===== src/rtl/zol_pkg.sv =====
package zol_pkg;

    // Loop-active state, mirrored on the loop flag output
    typedef enum logic [0:0] {
        ST_IDLE = 1'b0,
        ST_LOOP = 1'b1
    } zol_state_e;

    // One operation per cycle, chosen by fixed priority
    typedef enum logic [2:0] {
        OP_NONE   = 3'd0,
        OP_POP    = 3'd1,
        OP_PUSH   = 3'd2,
        OP_DO     = 3'd3,
        OP_LAWR   = 3'd4,
        OP_REPEAT = 3'd5,
        OP_EXIT   = 3'd6
    } zol_op_e;

endpackage


===== src/rtl/zol_eol_det.sv =====
module zol_eol_det #(
    parameter int AW = 16
) (
    input  logic [AW-1:0] pc_i,
    input  logic [AW-1:0] lend_i,
    input  logic          active_i,
    output logic          hit_o
);

    // End of loop: fetch reached the last body address while a loop runs
    always_comb begin
        hit_o = active_i && (pc_i == lend_i);
    end

endmodule


===== src/rtl/zol_ctx_stack.sv =====
module zol_ctx_stack #(
    parameter int W     = 49,
    parameter int DEPTH = 2,
    localparam int PW   = $clog2(DEPTH + 1)
) (
    input  logic         clk,
    input  logic         rst_n,
    input  logic         push_i,
    input  logic         pop_i,
    input  logic [W-1:0] din_i,
    output logic [W-1:0] dout_o,
    output logic         empty_o,
    output logic         last_o,
    output logic         ovf_o,
    output logic         unf_o
);

    logic [PW-1:0] ptr_q;
    logic          full;
    logic          do_push;
    logic          do_pop;
    logic [W-1:0]  ent [DEPTH];

    assign full    = (ptr_q == PW'(DEPTH));
    assign empty_o = (ptr_q == '0);
    assign last_o  = (ptr_q == PW'(1));
    assign do_push = push_i && !pop_i && !full;
    assign do_pop  = pop_i && !empty_o;

    // One register per entry; the write lands at the current fill level
    for (genvar g = 0; g < DEPTH; g++) begin : g_ent
        logic [W-1:0] ent_q;
        always_ff @(posedge clk or negedge rst_n) begin
            if (!rst_n) begin
                ent_q <= '0;
            end else if (do_push && (ptr_q == PW'(g))) begin
                ent_q <= din_i;
            end
        end
        assign ent[g] = ent_q;
    end

    // Newest entry sits just below the fill pointer
    always_comb begin
        dout_o = '0;
        for (int i = 0; i < DEPTH; i++) begin
            if (ptr_q == PW'(i + 1)) begin
                dout_o = ent[i];
            end
        end
    end

    always_ff @(posedge clk or negedge rst_n) begin
        if (!rst_n) begin
            ptr_q <= '0;
            ovf_o <= 1'b0;
            unf_o <= 1'b0;
        end else begin
            if (do_push) begin
                ptr_q <= ptr_q + PW'(1);
            end else if (do_pop) begin
                ptr_q <= ptr_q - PW'(1);
            end
            if (push_i && !pop_i && full) begin
                ovf_o <= 1'b1;
            end
            if (pop_i && empty_o) begin
                unf_o <= 1'b1;
            end
        end
    end

endmodule


===== src/rtl/zol_ctrl.sv =====
module zol_ctrl
    import zol_pkg::*;
(
    input  logic    clk,
    input  logic    rst_n,
    input  logic    pop_req_i,
    input  logic    push_req_i,
    input  logic    do_req_i,
    input  logic    la_wr_i,
    input  logic    hit_i,
    input  logic    cnt_gt1_i,
    input  logic    stk_empty_i,
    input  logic    top_flag_i,
    output zol_op_e op_o,
    output logic    loop_flag_o
);

    zol_state_e state_q;
    zol_state_e state_d;
    zol_state_e resume_st;

    // Fixed-priority operation select
    always_comb begin
        if (pop_req_i) begin
            op_o = OP_POP;
        end else if (push_req_i) begin
            op_o = OP_PUSH;
        end else if (do_req_i) begin
            op_o = OP_DO;
        end else if (la_wr_i) begin
            op_o = OP_LAWR;
        end else if (hit_i && cnt_gt1_i) begin
            op_o = OP_REPEAT;
        end else if (hit_i) begin
            op_o = OP_EXIT;
        end else begin
            op_o = OP_NONE;
        end
    end

    // State after a pop follows the flag stored in the popped entry
    assign resume_st = top_flag_i ? ST_LOOP : ST_IDLE;

    // Next-state process
    always_comb begin
        state_d = state_q;
        unique case (op_o)
            OP_POP:    state_d = stk_empty_i ? state_q : resume_st;
            OP_PUSH:   state_d = ST_LOOP;
            OP_DO:     state_d = ST_LOOP;
            OP_EXIT:   state_d = stk_empty_i ? ST_IDLE : resume_st;
            OP_REPEAT: state_d = ST_LOOP;
            OP_LAWR:   state_d = state_q;
            OP_NONE:   state_d = state_q;
            default:   state_d = state_q;
        endcase
    end

    // State register
    always_ff @(posedge clk or negedge rst_n) begin
        if (!rst_n) begin
            state_q <= ST_IDLE;
        end else begin
            state_q <= state_d;
        end
    end

    // Output process
    always_comb begin
        loop_flag_o = (state_q == ST_LOOP);
    end

endmodule


===== src/rtl/zol_seq.sv =====
module zol_seq
    import zol_pkg::*;
#(
    parameter int AW    = 16,
    parameter int CW    = 16,
    parameter int DEPTH = 2
) (
    input  logic          clk,
    input  logic          rst_n,
    input  logic [AW-1:0] pc_i,
    input  logic          do_vld_i,
    input  logic [AW-1:0] do_end_i,
    input  logic [CW-1:0] do_cnt_i,
    input  logic          la_wr_i,
    input  logic [AW-1:0] la_wdata_i,
    input  logic          hws_push_i,
    input  logic          hws_pop_i,
    output logic          redir_o,
    output logic [AW-1:0] redir_pc_o,
    output logic          loop_flag_o,
    output logic          nest_flag_o,
    output logic [AW-1:0] la_o,
    output logic [CW-1:0] cnt_o,
    output logic          ovf_o,
    output logic          unf_o
);

    localparam int CTX_W = 1 + 2 * AW + CW;

    logic [AW-1:0]    start_q;
    logic [AW-1:0]    lend_q;
    logic [CW-1:0]    cnt_q;
    logic             nest_q;
    logic             lf;
    logic             hit;
    logic             cnt_gt1;
    zol_op_e          op;

    logic             stk_push;
    logic             stk_pop;
    logic             stk_empty;
    logic             stk_last;
    logic [CTX_W-1:0] ctx_cur;
    logic [CTX_W-1:0] ctx_top;
    logic             top_flag;
    logic [AW-1:0]    top_start;
    logic [AW-1:0]    top_lend;
    logic [CW-1:0]    top_cnt;
    logic             restore;

    assign cnt_gt1 = (cnt_q > CW'(1));
    assign ctx_cur = {lf, start_q, lend_q, cnt_q};
    assign {top_flag, top_start, top_lend, top_cnt} = ctx_top;

    zol_eol_det #(.AW(AW)) eol_i (
        .pc_i     (pc_i),
        .lend_i   (lend_q),
        .active_i (lf),
        .hit_o    (hit)
    );

    zol_ctrl ctrl_i (
        .clk         (clk),
        .rst_n       (rst_n),
        .pop_req_i   (hws_pop_i),
        .push_req_i  (hws_push_i),
        .do_req_i    (do_vld_i),
        .la_wr_i     (la_wr_i),
        .hit_i       (hit),
        .cnt_gt1_i   (cnt_gt1),
        .stk_empty_i (stk_empty),
        .top_flag_i  (top_flag),
        .op_o        (op),
        .loop_flag_o (lf)
    );

    // Stack traffic: explicit push, DO inside a running loop, pop, exit to outer
    assign stk_push = (op == OP_PUSH) || ((op == OP_DO) && lf);
    assign stk_pop  = (op == OP_POP) || ((op == OP_EXIT) && !stk_empty);
    assign restore  = stk_pop && !stk_empty;

    zol_ctx_stack #(.W(CTX_W), .DEPTH(DEPTH)) stk_i (
        .clk     (clk),
        .rst_n   (rst_n),
        .push_i  (stk_push),
        .pop_i   (stk_pop),
        .din_i   (ctx_cur),
        .dout_o  (ctx_top),
        .empty_o (stk_empty),
        .last_o  (stk_last),
        .ovf_o   (ovf_o),
        .unf_o   (unf_o)
    );

    // Context registers; loop-end resets to an address that is never fetched
    always_ff @(posedge clk or negedge rst_n) begin
        if (!rst_n) begin
            start_q <= '0;
            lend_q  <= '1;
            cnt_q   <= '0;
            nest_q  <= 1'b0;
        end else begin
            if (restore) begin
                start_q <= top_start;
                lend_q  <= top_lend;
                cnt_q   <= top_cnt;
                if (stk_last) begin
                    nest_q <= 1'b0;
                end
            end else begin
                unique case (op)
                    OP_PUSH: begin
                        if (!stk_empty) begin
                            nest_q <= 1'b1;
                        end
                    end
                    OP_DO: begin
                        start_q <= pc_i + AW'(1);
                        lend_q  <= do_end_i;
                        cnt_q   <= do_cnt_i;
                        if (lf && !stk_empty) begin
                            nest_q <= 1'b1;
                        end
                    end
                    OP_LAWR:   lend_q <= la_wdata_i;
                    OP_REPEAT: cnt_q  <= cnt_q - CW'(1);
                    OP_POP, OP_EXIT, OP_NONE: begin
                    end
                    default: begin
                    end
                endcase
            end
        end
    end

    assign redir_o     = (op == OP_REPEAT);
    assign redir_pc_o  = start_q;
    assign loop_flag_o = lf;
    assign nest_flag_o = nest_q;
    assign la_o        = lend_q;
    assign cnt_o       = cnt_q;

endmodule


===== config.mk =====
export PLATFORM = sky130hd
export DESIGN_NAME = zol_seq
export DESIGN_NICKNAME = d
export VERILOG_FILES = /design/src/rtl/zol_pkg.sv /design/src/rtl/zol_eol_det.sv /design/src/rtl/zol_ctx_stack.sv /design/src/rtl/zol_ctrl.sv /design/src/rtl/zol_seq.sv
export SDC_FILE = /design/constraint.sdc
export NUM_CORES = 1
export LEC_CHECK = 0
export ABC_AREA = 1
export BUFFER_PORTS_ARGS = -buffer_cell sky130_fd_sc_hd__buf_2
export CORE_MARGIN = 4
export CORE_UTILIZATION = 60
export DETAILED_ROUTE_END_ITERATION = 10
export PLACE_DENSITY = 0.83
export SYNTH_ARGS = -nofsm -noshare
export SYNTH_HDL_FRONTEND = slang
export SYNTH_SLANG_ARGS = --single-unit

===== constraint.sdc =====
create_clock -name clk -period 4.95 [get_ports clk]
set_input_delay 0.99 -clock clk [delete_from_list [all_inputs] [get_ports clk]]
set_output_delay 0.99 -clock clk [all_outputs]
set_load 0.05 [all_outputs]

After elaboration in Yosys (flattened, before gate mapping)

Cells that the tools add are included.

Add/sub/neg operators: 4
$lt $le $gt $ge: 1
Equal/unequal tests: 13
Mux-type cells: 25
Reduce and logical (&&, ||, !) cells: 27

Operator list:

| operator                | number |
|---|---|
| $mux W49                | 2 |
| $mux W16                | 4 |
| $pmux W16 S2            | 2 |
| $mux W3                 | 6 |
| $add A16 B1 Y16 const B | 1 |
| $eq A16 B16 Y1          | 1 |
| $gt A16 B1 Y1 const B   | 1 |
| $sub A16 B1 Y16 const B | 1 |
| $logic_and A1 B1 Y1     | 12 |
| $reduce_bool A3 Y1      | 4 |
| $eq A3 B3 Y1 const B    | 3 |
| $mux W1                 | 7 |
| $eq A3 B2 Y1 const B    | 2 |
| $mux W2                 | 2 |
| $reduce_and A4 Y1       | 1 |
| $reduce_bool A2 Y1      | 2 |
| $eq A3 B1 Y1 const B    | 1 |
| $logic_not A1 Y1        | 3 |
| $ne A3 B2 Y1 const B    | 1 |
| $ne A3 B3 Y1 const B    | 1 |
| $pmux W1 S3             | 1 |
| $reduce_or A3 Y1        | 1 |
| $add A2 B1 Y2 const B   | 1 |
| $eq A2 B1 Y1 const B    | 1 |
| 8 further kinds         | 9 |

Register bits after elaboration: 152
Input port bits: 70
Output and inout port bits: 53
Logic and storage cells: 80

Logic depth before layout (Yosys ltp)

Gate-level depths: netlist (run 1).

Word-level depth: 15
Depth in mapped cells: 20
Depth with buffers taken out: 18

By module

A second synthesis (run 1) with hierarchy kept.

Cell total of the unflattened synthesis: 1,249
Area, all modules: 8,738.4 µm²

Modules (own cells, without submodules):

| module        | times used | cells each | area each (µm²) | sequential area each (µm²) |
|---|---|---|---|---|
| zol_ctx_stack | 1          | 562        | 4,610.7         | 2,552.4 |
| zol_seq       | 1          | 598        | 3,707.3         | 1,246.2 |
| zol_eol_det   | 1          | 63         | 275.3           | 0.0 |
| zol_ctrl      | 1          | 26         | 145.1           | 25.0 |

Worst setup path before layout (run 1)

No wires, ideal clock.

Path type: input to output
Start: in pc_i[11]
End: out redir_o
Arrival: 2.963 ns
Required time: 3.960 ns
Path slack: 0.997 ns
Cell stages on the path: 10
Cells stage by stage: inv_1 -> nand2_1 -> nand2_1 -> nor2_1 -> nand2_1 -> nor2_1 -> nand3b_1 -> nand2_1 -> nand3_2 -> nor3_1

Cells in the longest elaborated chain, start to end: 9

RTL lines:

| item                                           | line                           | RTL |
|---|---|---|
| start, declared                                | zol_seq.sv:10                  | `input logic [AW-1:0] pc_i,` |
| $eq A16 B16 Y1 (*)                             | zol_eol_det.sv:12              | `hit_o = active_i && (pc_i == lend_i);` |
| $logic_and A1 B1 Y1 (*)                        | zol_eol_det.sv:12              |  |
| $mux W3 or $logic_and A1 B1 Y1 (tied branches) | zol_ctrl.sv:34, zol_ctrl.sv:32 |  |
| $mux W3 (*)                                    | zol_ctrl.sv:32                 | `end else if (hit_i && cnt_gt1_i) begin` |
| $mux W3 (*)                                    | zol_ctrl.sv:30                 | `end else if (la_wr_i) begin` |
| $mux W3 (*)                                    | zol_ctrl.sv:28                 | `end else if (do_req_i) begin` |
| $mux W3 (*)                                    | zol_ctrl.sv:26                 | `end else if (push_req_i) begin` |
| $mux W3 (*)                                    | zol_ctrl.sv:24                 | `if (pop_req_i) begin` |
| $eq A3 B3 Y1 (*)                               | zol_seq.sv:136                 | `assign redir_o = (op == OP_REPEAT);` |
| end, declared                                  | zol_seq.sv:18                  | `output logic redir_o,` |

Every way passes the cells marked *; elsewhere a longest branch is shown, timed or not.

Worst setup path after layout (run 1)

Start: in pc_i[10]
End: out redir_o

The elaborated chain is that of the path after synthesis.

==> metrics.cfg, run 1 <==
[outcome]
status=completed

[logic_synthesis]
synth_cell_types=34
syn_area_per_cell_um2=7.45
mappedNetlistArea_mm2=0.00824
ys_seq_elements=152
synth_cells=1105
syn-num-nets=1181
seq_area_frac_synth_pct=46.4
yosys_warnings=0

[cells_and_area]
fill_cells=1066
multiInputGateArea_mm2=0.00382
fin_util_pct=71.0
register_area_mm2=0.00382
drive_above_1_share_pct=17.1
nNetsFinal=1281
final_area_mm2=0.00948
area_delta_synth_final_pct=15.1

[route]
first_pass_iters=5
drc=0
num_vias=7715
routed_via_density=5.53
postRouteAntennaNets=0
drtIter0Drc=973
wirelength_um=22800
avgRoutedWirePerCell_um=16.3

[floorplanning]
die_area_mm2=0.0157
start_util_pct=61.7
die_w_um=125
io_pins=123
fp.dieH_um=125
core_mm2=0.0133
fp-row-count=42

[worst_setup_path]
critPathRequiredTime_ps=3960
cp-end-kind=primary output
r2r_slack_ps=1630
critPathLaunchType=primary input
arrival_ps=2830
path_class=primary input to primary output
worst-path-max-fanout=3
ff2ff_path_depth=15

[worst_hold_path]
hold_depth=2
hp-class=register to register

[sta]
finalCriticalPeriod_ps=3820
setup_viol=0
grt_setup_unrepaired=no
max_freq_mhz=262
min_period_over_period_pct=77.2
slew_headroom_pct=39.6
worst_slack_ps=1130
hold_viol=0
tightestPinTransition_ps=904
setup_tns_ps=0
slew_viol_final=0
skew_ps=9.42

[clock_network]
cts_tree=done
max-clock-path-buffers=2
clk_latency_ps=430
cts_buffers=17
ctsResizeCount=0
cts_sinks=152
htree_levels=4
cts_root_buf=clkbuf_16
cts.clk_slew.worst_paths_ps=60
post-cts-setup-buffer-count=0
holdBufCountCts=0

[placed_design]
gp_congestion=0.941
dpl_cell_area_mm2=0.00892
post-dp-hpwl_um=15300
io_buffers=122
post-place-ws_ps=1170

[run]
max_cap_viol_count=0

[power_and_ir_drop]
power_density_mw_per_mm2=668
peakVddDrop_mv=0.429
p_leak_nw=5.09

[global_routing]
grt_pass1_vias=7483
antenna_found_initial=0
grt_max_degree=103
grt_overflow=0
grt_usage_pct=29.7
grt_pass1_wl_um=37700

routing by layer:
metal	up-vias	GRT usage, %	wire length, µm
li1	3730	-	-
met1	3546	39.7	9410
met2	384	48.5	10800
met3	55	5.50	1830
met4	0	11.7	732
met5	-	0	0
through the flow:
step	total power, mW	cells	hold slack, ps
3_5_place_dp	5.07	1362	474
2_1_floorplan	4.29	1105	454
4_1_cts	6.32	1394	487
6_report	6.33	1395	486
3_3_place_gp	4.99	1362	467
5_1_grt	6.76	1394	506
kinds of logic (layout without fill, tap and decap cells):
| kind of cell | after synthesis | count (layout) | synth area share [%] |
|---|---|---|---|
| AND/OR/NAND/NOR | 572 | 572 | 27.4 |
| adder cells (fa/ha/maj) | 6 | 6 | 0.912 |
| XOR/XNOR | 27 | 27 | 2.87 |
| other | 0 | 1 | 0 |
| flip-flops | 152 | 152 | 46.4 |
| AO/OA/AOI/OAI | 204 | 204 | 14.9 |
| buffers and inverters | 144 | 257 | 7.47 |
state kept, by name, summed over array words and instances (netlist names):
signal / count
cnt_o: 16
ctrl_i.loop_flag_o: 1
la_o: 16
nest_flag_o: 1
redir_pc_o: 16
stk_i.g_ent.ent_q: 98
stk_i.ovf_o: 1
stk_i.ptr_q: 2
stk_i.unf_o: 1
power breakdown:
group          leakage [nW]  internal [mW]  total, mW  switching [mW]
registers              1.90           1.82       2.23           0.409
clock network         0.274          0.687       1.23           0.540
logic                  2.92          0.802       2.88            2.07
cells in the mapped netlist, drive strengths merged:
master,instances,share of area [%]
nand2,483,22
dfrtp,136,41
o21ai,133,8.1
inv,92,4.2
nor2,53,2.8
a22o,44,4.7
buf,26,2.1
clkbuf,26,1.2
xor2,24,2.6
nand3,20,1.3
dfstp,16,5.1
a21oi,11,0.71
nor3,8,0.49
ha,6,0.91
a22oi,5,0.46
o211ai,5,0.46
nand4,4,0.30
o22ai,4,0.30
xnor2,3,0.32
nand3b,2,0.18
nor4,2,0.15
a31o,1,0.11
a31oi,1,0.076
cell type report:
class	count	share of cell area [%]
Sequential cell	152	40.3
Inverter	92	3.64
Clock buffer	21	4.96
Tap cell	176	2.32
Multi-Input combinational cell	809	40.3
Antenna cell	1	0.0264
Clock inverter	11	0.924
Timing Repair Buffer	133	7.51
path summary, 6_finish.rpt:
kind / startpoint / endpoint
max: pc_i[10] / redir_o
min: stk_i.g_ent[1].ent_q[3]$_DFFE_PN0P_ / stk_i.g_ent[1].ent_q[3]$_DFFE_PN0P_
max reg2reg: cnt_o[0]$_DFFE_PN0P_ / cnt_o[0]$_DFFE_PN0P_
min reg2reg: stk_i.g_ent[1].ent_q[3]$_DFFE_PN0P_ / stk_i.g_ent[1].ent_q[3]$_DFFE_PN0P_
max in group asynchronous: rst_n / la_o[9]$_DFFE_PN1P_
min in group asynchronous: rst_n / cnt_o[15]$_DFFE_PN0P_
worst max-delay path: stages:
cell and delay [ps]:
buf_2 110, inv_2 60, nand2_1 70, nand2_1 100, nor2_1 110, nand2_1 60, nor2_1 120, nand3b_1 150
nand2_1 150, nand3_2 120, nor3_1 410, buf_2 370
layout by cell type (no fill, tap or decap), drive strengths merged, types with 2 or more instances in the layout:
| cell | n |
|---|---|
| buf | 133 |
| nor3 | 8 |
| nand3 | 20 |
| clkinv | 7 |
| a22o | 44 |
| nand2 | 483 |
| clkbuf | 21 |
| ha | 6 |
| a22oi | 5 |
| nor2 | 53 |
| dfrtp | 136 |
| nand3b | 2 |
| dfstp | 16 |
| a21oi | 11 |
| o22ai | 4 |
| o21ai | 133 |
| o211ai | 5 |
| xor2 | 24 |
| inv | 95 |
| xnor2 | 3 |
| nand4 | 4 |
| nor4 | 2 |
(Power assumes the default switching activity.)
==> run 2, diff against run 1 <==
- CORE_UTILIZATION: 60 -> 58
- PLACE_DENSITY: 0.83 -> 0.81
- clock period: 4.95 -> 3.98 ns (I/O delays scaled with it)
==> run 2 against run 1 <==
Clock power up 29%; largest cell class unchanged; sequential share of layout area down 0.34 points; register-to-register slack worse by 1000 ps; cell count up 0.50%; sequential power up 24%; global-route usage down 1.7 points; combinational power up 25%; core utilization down 2.2 points; hold slack worse by 53 ps; critical path depth unchanged; wire length down 2.5%; design area up 0.84%.
==> metrics.cfg, run 2 (synthesized netlist as in run 1, its figures left out) <==
[power_and_ir_drop]
p_seq_share_pct=34.8
power_density_mw_per_mm2=831
p_int_mw=4.22
combPwrFrac_pct=45.2
power.switching_mw=3.73
peakVddDrop_mv=0.537
netSwitchingFraction_pct=47.0
p_leak_nw=5.13
p_clk_share_pct=20.1

[floorplanning]
fp.dieH_um=127
io_pins=123
fp-row-count=43
die_w_um=127
die_area_mm2=0.0162
core_mm2=0.0139
start_util_pct=59.3

[sta]
setup_viol=0
slew_viol_final=0
slew_headroom_pct=49.9
setup_tns_ps=0
tightestPinTransition_ps=752
grt_setup_unrepaired=no
max_freq_mhz=272
worst_slack_ps=307
hold_viol=0
finalCriticalPeriod_ps=3670
skew_ps=6.65
min_period_over_period_pct=92.3

[global_routing]
grt_max_degree=84
grt_pass1_wl_um=36500
grt_pass1_vias=7354
grt_overflow=0
antenna_found_initial=0
grt_usage_pct=28.1

[cells_and_area]
max_flop_register=stk_i.g_ent.ent_q
nNetsFinal=1286
fin_util_pct=68.9
final_cell_mix=nand2_1, dfrtp_1, buf_2, inv_1, o21ai_0
largest_register_ffs=98
drive_above_1_share_pct=17.3
final_common_cell=nand2_1
antenna_cells=0
final_area_mm2=0.00956
area_delta_synth_final_pct=16.1

[route]
num_vias=7681
drtIter0Drc=854
first_pass_iters=6
postRouteAntennaNets=0
drc=0
routed_via_density=5.48
wirelength_um=22200
avgRoutedWirePerCell_um=15.8

[run]
max_cap_viol_count=0

[clock_network]
ctsResizeCount=0
post-cts-setup-buffer-count=0
cts_sinks=152
htree_levels=4
cts_root_buf=clkbuf_16
cts.clk_slew.worst_paths_ps=60
cts_buffers=17
cts_tree=done
max-clock-path-buffers=2
holdBufCountCts=0
clk_latency_ps=420

[placed_design]
post-dp-hpwl_um=15300
io_buffers=122
gp_congestion=0.935
dpl_cell_area_mm2=0.00899
post-place-ws_ps=573

[worst_setup_path]
critPathLaunchType=register
arrival_ps=2880
worst-path-max-fanout=5
cp-end-kind=primary output
critPathRequiredTime_ps=3180
path_class=register to primary output

[outcome]
status=completed

[worst_hold_path]
hp-class=primary input to async pin

run 2: area by class of cell:
cell class	count	area, µm²
multi-input combinational	809	3820
inverter	92	345
clock inverter	13	144
timing repair buffer	138	774
fill	1175	4320
tap	180	225
clock buffer	18	429
sequential	152	3820
run 2: critical path, stage by stage, from the launching register on:
cell,delay [ps]
dfrtp_1,440
inv_1,130
ha_1,250
nor2_1,110
nor2_1,70
nand3_1,150
nand2_1,80
inv_1,70
nand4_1,120
nand2_1,140
nand2_2,110
nor3_1,390
buf_2,380
run 2: routing by layer:
metal	global-route usage (%)	vias up	part of all wire, %
met5	0	-	0
met4	8.20	0	1.7
met3	5.52	34	7.2
met2	46.8	328	48
met1	37.5	3579	43
li1	-	3740	-
run 2: metrics by stage:
stage / power, mW / hold slack (ps) / instances
after global routing: 8.48 / 484 / 1402
after CTS: 7.94 / 452 / 1402
after floorplan: 5.34 / 454 / 1105
after detailed placement: 6.32 / 475 / 1371
after global placement: 6.23 / 467 / 1371
final: 7.95 / 433 / 1402
run 2: power by group through the flow:
stage          Clock (mW)  Combinational (mW)  Sequential [mW]
2_1_floorplan           0                1.84             3.50
3_3_place_gp            0                3.49             2.74
3_5_place_dp            0                3.55             2.77
4_1_cts              1.60                3.59             2.75
5_1_grt              1.68                3.96             2.84
6_report             1.59                3.59             2.76
run 2: worst paths after layout:
check	cells past startpoint	from	end	slack, ps
max	12	cnt_o[0]$_DFFE_PN0P_	redir_o	310
min	1	rst_n	stk_i.g_ent[0].ent_q[1]$_DFFE_PN0P_	430
max reg2reg	17	cnt_o[0]$_DFFE_PN0P_	cnt_o[6]$_DFFE_PN0P_	590
min reg2reg	2	stk_i.g_ent[1].ent_q[19]$_DFFE_PN0P_	stk_i.g_ent[1].ent_q[19]$_DFFE_PN0P_	490
max in group asynchronous	2	rst_n	la_o[6]$_DFFE_PN1P_	2670
min in group clk	2	stk_i.g_ent[1].ent_q[19]$_DFFE_PN0P_	stk_i.g_ent[1].ent_q[19]$_DFFE_PN0P_	490
==> run 3, diff against run 2 <==
- CORE_ASPECT_RATIO: not set -> 0.75
- GPL_ROUTABILITY_DRIVEN: not set -> 0
- PLACE_DENSITY: 0.81 -> 0.78
==> run 3 against run 2 <==
Clock power grew 4%; non-clock buffer count stayed put; wire length grew 1.2%; via count rose by 0.81%; design area is essentially flat; largest cell class unchanged; sequential share of layout area about the same; maximum frequency rose by 2.1%; worst setup slack gained 76 ps; cell count down 0.29%.
==> metrics.cfg, run 3 (synthesized netlist as in run 1, its figures left out) <==
[power_and_ir_drop]
p_leak_nw=5.13
power_density_mw_per_mm2=838
p_seq_share_pct=34.6
p_clk_share_pct=20.8
p_int_mw=4.26
peakVddDrop_mv=0.439
power.switching_mw=3.75
netSwitchingFraction_pct=46.8
combPwrFrac_pct=44.6

[cells_and_area]
antenna_cells=0
nNetsFinal=1286
drive_above_1_share_pct=17.5
area_delta_synth_final_pct=16.0
fin_util_pct=69.2
max_flop_register=stk_i.g_ent.ent_q
largest_register_ffs=98
final_cell_mix=nand2_1, dfrtp_1, buf_2, inv_1, o21ai_0
final_common_cell=nand2_1

[worst_setup_path]
arrival_ps=2800
critPathLaunchType=register
worst-path-max-fanout=5
critPathRequiredTime_ps=3180
cp-end-kind=primary output
path_class=register to primary output

[sta]
tightestPinTransition_ps=838
grt_setup_unrepaired=no
slew_headroom_pct=44.1
setup_tns_ps=0
slew_viol_final=0
hold_viol=0
min_period_over_period_pct=90.4
max_freq_mhz=278
finalCriticalPeriod_ps=3600
setup_viol=0
skew_ps=10.1

[clock_network]
cts_tree=done
holdBufCountCts=0
cts_sinks=152
cts_buffers=17
cts.clk_slew.worst_paths_ps=60
cts_root_buf=clkbuf_16
post-cts-setup-buffer-count=0
ctsResizeCount=0
htree_levels=4
clk_latency_ps=420
max-clock-path-buffers=2

[route]
postRouteAntennaNets=0
routed_via_density=5.54
avgRoutedWirePerCell_um=16.1
drc=0
first_pass_iters=5
wirelength_um=22500
drtIter0Drc=699
num_vias=7743

[floorplanning]
start_util_pct=59.7
core_mm2=0.0138
fp.dieH_um=111
fp-row-count=37
io_pins=123
die_w_um=146
die_area_mm2=0.0162

[placed_design]
io_buffers=122
post-dp-hpwl_um=15200

[global_routing]
grt_pass1_wl_um=37600
grt_overflow=0
grt_usage_pct=28.6
antenna_found_initial=2
grt_max_degree=95
grt_pass1_vias=7309

[outcome]
status=completed

[worst_hold_path]
hp-class=primary input to async pin

[run]
max_cap_viol_count=0

## run 3: per-stage QoR
stage / std cells / worst slack (ps) / hold WS, ps / power (mW) / area, µm²
after floorplan: 1105 / 322 / 454 / 5.34 / 8240
after detailed placement: 1366 / 631 / 473 / 6.29 / 8940
final: 1398 / 383 / 458 / 8.00 / 9550
after global placement: 1366 / 700 / 466 / 6.22 / 8940
after CTS: 1398 / 391 / 488 / 7.99 / 9550
after global routing: 1398 / 132 / 502 / 8.55 / 9550
## run 3: critical path: stages (launching register included)
cell	delay, ps
dfrtp_1	440
inv_1	130
ha_1	260
nor2_1	120
nor2_1	70
nand3_1	130
nand2_1	60
inv_1	70
nand4_1	130
nand2_1	150
nand2_2	120
nor3_1	330
buf_2	360
## run 3: per-layer routing
metal  vias up  wire [µm]  global-route usage (%)
met1      3637      10400                    42.4
met4         4        467                    7.84
li1       3732          -                       -
met2       326       9630                    41.8
met3        44       2000                    7.27
met5         -         22                       0
## run 3: final timing paths
kind                       depth (start not counted)            startpoint                              endpoint  slack [ps]
max                                               12  cnt_o[0]$_DFFE_PN0P_                               redir_o         380
max reg2reg                                       17  cnt_o[0]$_DFFE_PN0P_                  cnt_o[1]$_DFFE_PN0P_         780
min                                                1                 rst_n  stk_i.g_ent[1].ent_q[44]$_DFFE_PN0P_         460
max in group asynchronous                          2                 rst_n                   la_o[3]$_DFFE_PN1P_        2670
min reg2reg                                        2  la_o[11]$_DFFE_PN1P_                  la_o[11]$_DFFE_PN1P_         490
min in group clk                                   2  la_o[11]$_DFFE_PN1P_                  la_o[11]$_DFFE_PN1P_         490
## run 3: layout make-up
type | instances | area (µm²)
clock buffer | 21 | 470
clock inverter | 11 | 135
fill | 1160 | 4250
inverter | 92 | 345
multi-input combinational | 809 | 3820
sequential | 152 | 3820
tap | 175 | 219
timing repair buffer | 138 | 737
## run 3: power by group through the flow
stage	clock network, mW	logic, mW	registers [mW]
after floorplan	0	1.84	3.50
after global routing	1.75	3.95	2.86
final	1.66	3.57	2.77
after global placement	0	3.47	2.75
after detailed placement	0	3.53	2.76
after CTS	1.68	3.56	2.76
